==> src/rtl/poll_pkg.sv <==
package poll_pkg;
    typedef enum logic [3:0] {
        PS_IDLE,
        PS_RX_REQ,
        PS_RX_W1,
        PS_RX_W0,
        PS_REARB,
        PS_TX_REQ,
        PS_TX_W1,
        PS_TX_W0,
        PS_FINISH
    } poll_state_t;
endpackage

==> src/rtl/poll_interval_timer.sv <==
module poll_interval_timer #(
    parameter int TMR_W = 16
) (
    input  logic             clk,
    input  logic             rst_n,
    input  logic             reload,
    input  logic [TMR_W-1:0] interval,
    output logic             expired
);
    logic [TMR_W-1:0] count_q;

    always_ff @(posedge clk) begin
        if (!rst_n)
            count_q <= '0;
        else if (reload)
            count_q <= interval;
        else if (count_q != '0)
            count_q <= count_q - TMR_W'(1);
    end

    assign expired = (count_q == '0);
endmodule

==> src/rtl/desc_snapshot.sv <==
module desc_snapshot #(
    parameter int DW      = 32,
    parameter int OWN_BIT = 31
) (
    input  logic          clk,
    input  logic          rst_n,
    input  logic          w1_stb,
    input  logic          w0_stb,
    input  logic [DW-1:0] rd_data,
    output logic [DW-1:0] w1_q,
    output logic [DW-1:0] w0_q
);
    logic [DW-1:0] pend_q;

    always_ff @(posedge clk) begin
        if (!rst_n) begin
            pend_q <= '0;
            w1_q   <= '0;
            w0_q   <= '0;
        end else begin
            if (w1_stb)
                pend_q <= rd_data;
            if (w0_stb && pend_q[OWN_BIT]) begin
                w1_q <= pend_q;
                w0_q <= rd_data;
            end
        end
    end


    own_gate_chk: assert property (@(posedge clk) disable iff (!rst_n)
        !$stable(w0_q) |-> $past(pend_q[OWN_BIT]));
endmodule

==> src/rtl/ring_poll_seq.sv <==
module ring_poll_seq
    import poll_pkg::*;
#(
    parameter int LOW_AW = 24,
    parameter int HI_AW  = 8,
    parameter int DW     = 32,
    parameter int TMR_W  = 16,
    parameter int RLEN_W = 16
) (
    input  logic                    clk,
    input  logic                    rst_n,
    input  logic                    net_active,
    input  logic                    rx_active,
    input  logic                    tx_active,
    input  logic                    rx_enable,
    input  logic                    tx_poll_off,
    input  logic                    rx_cur_owned,
    input  logic                    rx_next_owned,
    input  logic [RLEN_W-1:0]       rx_ring_len,
    input  logic [TMR_W-1:0]        poll_interval,
    input  logic [HI_AW-1:0]        addr_hi,
    input  logic [LOW_AW-1:0]       rx_desc_addr,
    input  logic [LOW_AW-1:0]       tx_desc_addr,
    output logic                    bus_req,
    input  logic                    bus_gnt,
    output logic                    bus_rd,
    output logic [HI_AW+LOW_AW-1:0] bus_addr,
    input  logic                    rd_dv,
    input  logic [DW-1:0]           rd_data,
    output logic [DW-1:0]           rx_w1_q,
    output logic [DW-1:0]           rx_w0_q,
    output logic [DW-1:0]           tx_w1_q,
    output logic [DW-1:0]           tx_w0_q,
    output logic                    poll_done
);
    localparam int ADDR_W  = HI_AW + LOW_AW;
    localparam int W1_OFS  = DW / 8;
    localparam int OWN_BIT = DW - 1;

    poll_state_t state_q, state_d;
    logic busy_any, rx_go, tx_go, expired, reload;
    logic [LOW_AW-1:0] base_sel;

    assign busy_any = net_active | rx_active | tx_active;
    assign rx_go    = rx_enable &&
                      (!rx_cur_owned || (!rx_next_owned && rx_ring_len > RLEN_W'(1)));
    assign tx_go    = !tx_poll_off;

    poll_interval_timer #(.TMR_W(TMR_W)) u_timer (
        .clk(clk), .rst_n(rst_n), .reload(reload),
        .interval(poll_interval), .expired(expired)
    );

    // state register
    always_ff @(posedge clk) begin
        if (!rst_n) state_q <= PS_IDLE;
        else        state_q <= state_d;
    end

    // next state
    always_comb begin
        state_d = state_q;
        unique case (state_q)
            PS_IDLE:
                if (expired && !busy_any) begin
                    if (rx_go)      state_d = PS_RX_REQ;
                    else if (tx_go) state_d = PS_TX_REQ;
                end
            PS_RX_REQ:
                if (bus_gnt)       state_d = PS_RX_W1;
                else if (busy_any) state_d = PS_IDLE;
            PS_RX_W1:
                if (rd_dv) state_d = PS_RX_W0;
            PS_RX_W0:
                if (rd_dv) state_d = tx_go ? PS_REARB : PS_FINISH;
            PS_REARB:
                state_d = busy_any ? PS_IDLE : PS_TX_REQ;
            PS_TX_REQ:
                if (bus_gnt)       state_d = PS_TX_W1;
                else if (busy_any) state_d = PS_IDLE;
            PS_TX_W1:
                if (rd_dv) state_d = PS_TX_W0;
            PS_TX_W0:
                if (rd_dv) state_d = PS_FINISH;
            PS_FINISH:
                state_d = PS_IDLE;
            default:
                state_d = PS_IDLE;
        endcase
    end

    // outputs
    always_comb begin
        bus_req   = 1'b0;
        bus_rd    = 1'b0;
        poll_done = 1'b0;
        reload    = 1'b0;
        base_sel  = rx_desc_addr;
        unique case (state_q)
            PS_IDLE:
                reload = expired && !busy_any && !rx_go && !tx_go;
            PS_RX_REQ:
                bus_req = 1'b1;
            PS_RX_W1: begin
                bus_req  = 1'b1;
                bus_rd   = 1'b1;
                base_sel = rx_desc_addr + LOW_AW'(W1_OFS);
            end
            PS_RX_W0: begin
                bus_req = 1'b1;
                bus_rd  = 1'b1;
            end
            PS_REARB: ;
            PS_TX_REQ:
                bus_req = 1'b1;
            PS_TX_W1: begin
                bus_req  = 1'b1;
                bus_rd   = 1'b1;
                base_sel = tx_desc_addr + LOW_AW'(W1_OFS);
            end
            PS_TX_W0: begin
                bus_req  = 1'b1;
                bus_rd   = 1'b1;
                base_sel = tx_desc_addr;
            end
            PS_FINISH: begin
                poll_done = 1'b1;
                reload    = 1'b1;
            end
            default: ;
        endcase
        bus_addr = {addr_hi, base_sel};
    end

    desc_snapshot #(.DW(DW), .OWN_BIT(OWN_BIT)) u_rx_snap (
        .clk(clk), .rst_n(rst_n),
        .w1_stb(state_q == PS_RX_W1 && rd_dv),
        .w0_stb(state_q == PS_RX_W0 && rd_dv),
        .rd_data(rd_data), .w1_q(rx_w1_q), .w0_q(rx_w0_q)
    );

    desc_snapshot #(.DW(DW), .OWN_BIT(OWN_BIT)) u_tx_snap (
        .clk(clk), .rst_n(rst_n),
        .w1_stb(state_q == PS_TX_W1 && rd_dv),
        .w0_stb(state_q == PS_TX_W0 && rd_dv),
        .rd_data(rd_data), .w1_q(tx_w1_q), .w0_q(tx_w0_q)
    );


    busy_no_req_chk: assert property (@(posedge clk) disable iff (!rst_n)
        (busy_any && !bus_gnt) |=> !bus_req);


    word_order_chk: assert property (@(posedge clk) disable iff (!rst_n)
        (bus_rd && rd_dv && bus_addr[2]) |=> (bus_rd && !bus_addr[2] && bus_req));


    done_pulse_chk: assert property (@(posedge clk) disable iff (!rst_n)
        poll_done |=> !poll_done);


    done_after_data_chk: assert property (@(posedge clk) disable iff (!rst_n)
        poll_done |-> $past(rd_dv));


    addr_hi_chk: assert property (@(posedge clk) disable iff (!rst_n)
        bus_rd |-> (bus_addr[ADDR_W-1:LOW_AW] == addr_hi));
endmodule

==> config.mk <==
export PLATFORM = sky130hd
export DESIGN_NAME = ring_poll_seq
export DESIGN_NICKNAME = d
export VERILOG_FILES = /design/src/rtl/poll_pkg.sv /design/src/rtl/poll_interval_timer.sv /design/src/rtl/desc_snapshot.sv /design/src/rtl/ring_poll_seq.sv
export SDC_FILE = /design/constraint.sdc
export NUM_CORES = 1
export LEC_CHECK = 0
export ABC_AREA = 1
export BUFFER_PORTS_ARGS = -buffer_cell sky130_fd_sc_hd__buf_4
export CAP_MARGIN = 20
export CORE_MARGIN = 3
export CORE_UTILIZATION = 47
export DETAILED_ROUTE_END_ITERATION = 7
export GPL_ROUTABILITY_DRIVEN = 1
export GPL_TIMING_DRIVEN = 1
export PLACE_DENSITY = 0.83
export SLEW_MARGIN = 40
export SYNTH_ARGS = -nofsm -noshare
export SYNTH_HDL_FRONTEND = slang
export SYNTH_SLANG_ARGS = --single-unit
==> constraint.sdc <==
create_clock -name clk -period 1.9 [get_ports clk]
set_input_delay 0.19 -clock clk [delete_from_list [all_inputs] [get_ports clk]]
set_output_delay 0.19 -clock clk [all_outputs]
set_load 0.005 [all_outputs]
Word-level counts from Yosys, hierarchy flattened

Index checks and enable logic that the tools add are counted.

Bitwise gates (word level): 2
Order comparisons: 1
Reduce and logical (&&, ||, !) cells: 23
Div/mod/pow operators: 0
Shift-type cells: 0
Eq/ne operators: 14
Multiplexer cells: 20
Add/sub/neg operators: 3
$mul: 0

Operators with widths:

| cell                    | count |
|---|---|
| $pmux W24 S3            | 1 |
| $add A24 B3 Y24 const B | 2 |
| $mux W4                 | 11 |
| $mux W16                | 2 |
| $pmux W4 S8             | 1 |
| $eq A4 B3 Y1 const B    | 4 |
| $gt A16 B1 Y1 const B   | 1 |
| $logic_not A16 Y1       | 1 |
| $reduce_bool A16 Y1     | 1 |
| $sub A16 B1 Y16 const B | 1 |
| $logic_and A1 B1 Y1     | 11 |
| $ne A2 B2 Y1 const B    | 5 |
| $eq A4 B2 Y1 const B    | 2 |
| $reduce_and A6 Y1       | 1 |
| $reduce_or A6 Y1        | 1 |
| $eq A4 B1 Y1 const B    | 1 |
| $eq A4 B4 Y1 const B    | 1 |
| $logic_not A1 Y1        | 4 |
| $logic_not A4 Y1        | 1 |
| $reduce_or A4 Y1        | 1 |
| $mux W1                 | 3 |
| $mux W3                 | 1 |
| $ne A3 B3 Y1 const B    | 1 |
| $or A1 B1 Y1            | 2 |
| 3 further kinds         | 3 |

ROM bits: 0
Output and inout bits: 163
Latch bits: 0
Register bits: 212
Memory bits (writable): 0
Memories kept: 0
Bits of input ports: 131

Longest topological paths before layout

Depth in word-level cells: 9
Gate-level depth with buffers: 17

Modules after synthesis

A second synthesis with hierarchy kept.

Cells, all modules: 1,716
Area, all modules: 10,722.8 µm²

Modules (own cells, without submodules):

| module              | area each (µm²) | seq. area each (µm²) | cells each | times used |
|---|---|---|---|---|
| desc_snapshot       | 3,712.3         | 1,921.8              | 541        | 2 |
| ring_poll_seq       | 2,183.3         | 80.1                 | 456        | 1 |
| poll_interval_timer | 1,114.8         | 320.3                | 178        | 1 |

Worst setup path after synthesis

Ideal clock, no wire load.

Path kind: flip-flop to output port
Start: register state_q[3]
End: output bus_addr[12]
Path buffers: 2
Arrival: 1,958 ps
Path slack: -248 ps
Stages on the path, launching flop included: 17
Path through: dfxtp_1 -> buf_6 -> inv_2 -> nand2_1 -> nor2_4 -> buf_8 -> nand2_1 -> o21ai_2 -> inv_1 -> ha_1 -> nand2_1 -> nor2_4 -> nand3_1 -> nor2_1 -> inv_1 -> nand3_1 -> a31oi_1

Cells in the longest elaborated chain, start to end: 2

RTL lines:

| item                                         | RTL line            | source |
|---|---|---|
| start: declaration                           | ring_poll_seq.sv:40 | `poll_state_t state_q, state_d;` |
| start signal: assignment                     | ring_poll_seq.sv:57 | `else state_q <= state_d;` |
| $eq A4 B3 Y1 or $eq A4 B2 Y1 (tied branches) | ring_poll_seq.sv:99 | `unique case (state_q)` |
| $pmux W24 S3 *                               | ring_poll_seq.sv:99 |  |
| end: declaration                             | ring_poll_seq.sv:27 | `output logic [HI_AW+LOW_AW-1:0] bus_addr,` |

Every way passes the cells marked *; elsewhere a longest branch is shown, timed or not.

Worst setup path after layout

Start: register state_q[2]
End: output bus_addr[18]

The elaborated chain is that of the path after synthesis.

==> impl_metrics.toml <==
[sta]
tightest_slew_ns = 0.520
post-route-period-util = 1.42
finalHoldViolCount = 1
rsz0062_at_grt = "yes"
min_period_ns = 2.70
skew_ns = 0.0220
whs_ns = -0.00622
relSlewSlack = 0.653
setup_ws_ns = -0.798
drv_slew = 0
setup-violations-final = 51
clock.fmax_ghz = 0.371
tns_ns = -15.95

[floorplanning]
ios = 294
die_w_um = 150
dieArea_sq_um = 22500
initial_core_util = 0.479
rows = 52
core_sq_um = 20300
die-height_um = 150

[synthesis]
synth_area_per_cell_sq_um = 6.98
synthFlopType = "dfxtp_1"
netlist_instances = 1394
ys_ff_latch = 212
synth_warnings = 0
synth_nets = 1527
synth_edf_count = 0
ys_async_sr_fraction = 0
syn-cell-area_sq_um = 9730
yosysSeqAreaShare = 0.436
synth_cell_types = 38

[pwr]
power_uw = 14600
power_density_nw_per_um2 = 968
peakVddDrop_mv = 0.651
p_leak_uw = 0.00653

[global_routing]
grt_pass1_vias = 10600
grt_max_degree = 73
antenna_found_initial = 0
gr-total-overflow = 0
grt_pass1_wl_um = 53100
grt.total_usage = 0.287

[cells_and_area]
final_common_cell = "buf_4"
syn_to_final_growth_pct = 55.4
final_util = 0.745
final_layout_size_suffix_gt1_frac = 0.361
num-nets-final = 1918
design_area_sq_um = 15100
most-common-layout-cells = "buf_4 (366), dfxtp_1 (208), a21oi_1 (178)"

[clocking]
worstSkewPairLatency_ns = 0.50
htree_levels = 1
path_clk_slew_ns = 0.06
cts_num_sinks = 212
cts_tree = "done"
cts_root_buffer = "clkbuf_16"
cts_buffers = 21
clockBufferDepth = 3

[drt]
detail-route-antenna-nets = 0
drc = 0
wirelength_um = 37000
vias = 11200
viasPerCell = 5.41
drt-pass1-iter-count = 6
drtIter0Drc = 618
wl_per_cell_um = 17.9

[setup_path]
cp-end-kind = "output pin"
worstPathRequired_ns = 1.71
path_max_fanout = 8
start_kind = "flop"
crit_arrival_ns = 2.51
critPathKind = "reg2out"

[placed_design]
gp_congestion = 0.912
portBuffers = 276
dpl_cell_area_sq_um = 12600
place_hpwl_um = 22900

[hold_path]
min_path_type = "in2reg"

[run_status]
run_status = "finished, violations left"
violations = "hold timing, setup timing"

[job]
maxCapViolCount = 0
[cell usage after synthesis, types with 12 or more instances]
| cell type | count | area, sq um |
|---|---|---|
| inv_1 | 172 | 646 |
| nor2_1 | 154 | 578 |
| a31oi_1 | 12 | 75.1 |
| buf_2 | 16 | 80.1 |
| clkbuf_1 | 59 | 221 |
| a21oi_1 | 184 | 921 |
| o21ai_0 | 179 | 896 |
| nand4_1 | 14 | 87.6 |
| nand2_2 | 19 | 119 |
| nand2_1 | 203 | 762 |
| nand3_1 | 81 | 405 |
| dfxtp_1 | 212 | 4240 |
[cell type report]
type	instances	area, sq um
diodes	1	2.50
clock buffers	30	609
clock inverters	7	72.6
fillers	1492	5180
inverters	179	688
multi-input cells	914	5190
flip-flops and latches	212	4260
well taps	270	338
repair buffers	457	3960
[critical path: stages (launching register included)]
cell and delay (ns):
dfxtp_4 0.38, inv_4 0.05, nor2_4 0.13, nand2_4 0.12, o21ai_4 0.23, ha_4 0.18, nand2_4 0.06, nor2_4 0.15
nand2_2 0.11, nor2_4 0.17, nand3_2 0.08, nand2_2 0.06, nand3_2 0.07, o211ai_1 0.08, buf_4 0.14
[through the flow]
step,instances,worst slack [ns]
floorplan,1394,-0.0461
global placement,1943,-0.329
detailed placement,1943,-0.378
CTS,2046,-0.802
global route,2069,-0.898
finish,2070,-0.798
[path summary, 6_finish.rpt]
check                startpoint                   to  slack (ns)  depth (start not counted)
max reg2reg          state_q[3]    u_rx_snap.w0_q[8]       -0.11                         11
min           poll_interval[11]  u_timer.count_q[11]      -0.006                          3
max                  state_q[2]         bus_addr[18]       -0.80                         14
min reg2reg  u_tx_snap.w0_q[25]   u_tx_snap.w0_q[25]        0.45                          2
[timing repair]
item | CTS | global route
setup buffers | 23 | 18
hold buffers | 43 | 0
gates resized for setup | 95 | 182
endpoints found under the hold margin | 56 | 0
setup endpoints to repair | 32 | 192
gates cloned | 1 | 9
pin swaps | 60 | 62
[state kept, by name, indices dropped and copies added (netlist names)]
register and flops:
u_rx_snap.w0_q 32, state_q 4, u_tx_snap.pend_q 32, u_tx_snap.w0_q 32, u_timer.count_q 16, u_rx_snap.pend_q 32, u_tx_snap.w1_q 32, u_rx_snap.w1_q 32
[routing by layer]
metal / vias up / share of wire / global-route usage
met4: 0 / 0.029 / 0.0883
met3: 86 / 0.090 / 0.0645
li1: 5299 / - / -
met1: 5260 / 0.38 / 0.350
met2: 545 / 0.50 / 0.505
met5: - / 0 / 0
[power breakdown]
| part | switching (uW) | internal, uW |
|---|---|---|
| logic | 2980 | 2520 |
| clock network | 1750 | 2380 |
| registers | 225 | 4790 |
[kinds of logic (layout without fill, tap and decap cells)]
| group | count (synthesis) | in the layout | synth area share |
|---|---|---|---|
| buf+inv | 268 | 673 | 0.114 |
| other cells | 0 | 1 | 0 |
| flops | 212 | 212 | 0.436 |
| compound gates | 394 | 394 | 0.208 |
| mux | 2 | 2 | 0.00231 |
| simple gates | 506 | 506 | 0.229 |
| xor+xnor | 10 | 10 | 0.00900 |
| fa+ha+maj | 2 | 2 | 0.00257 |
Note: power is estimated with default switching activity, not from simulation.
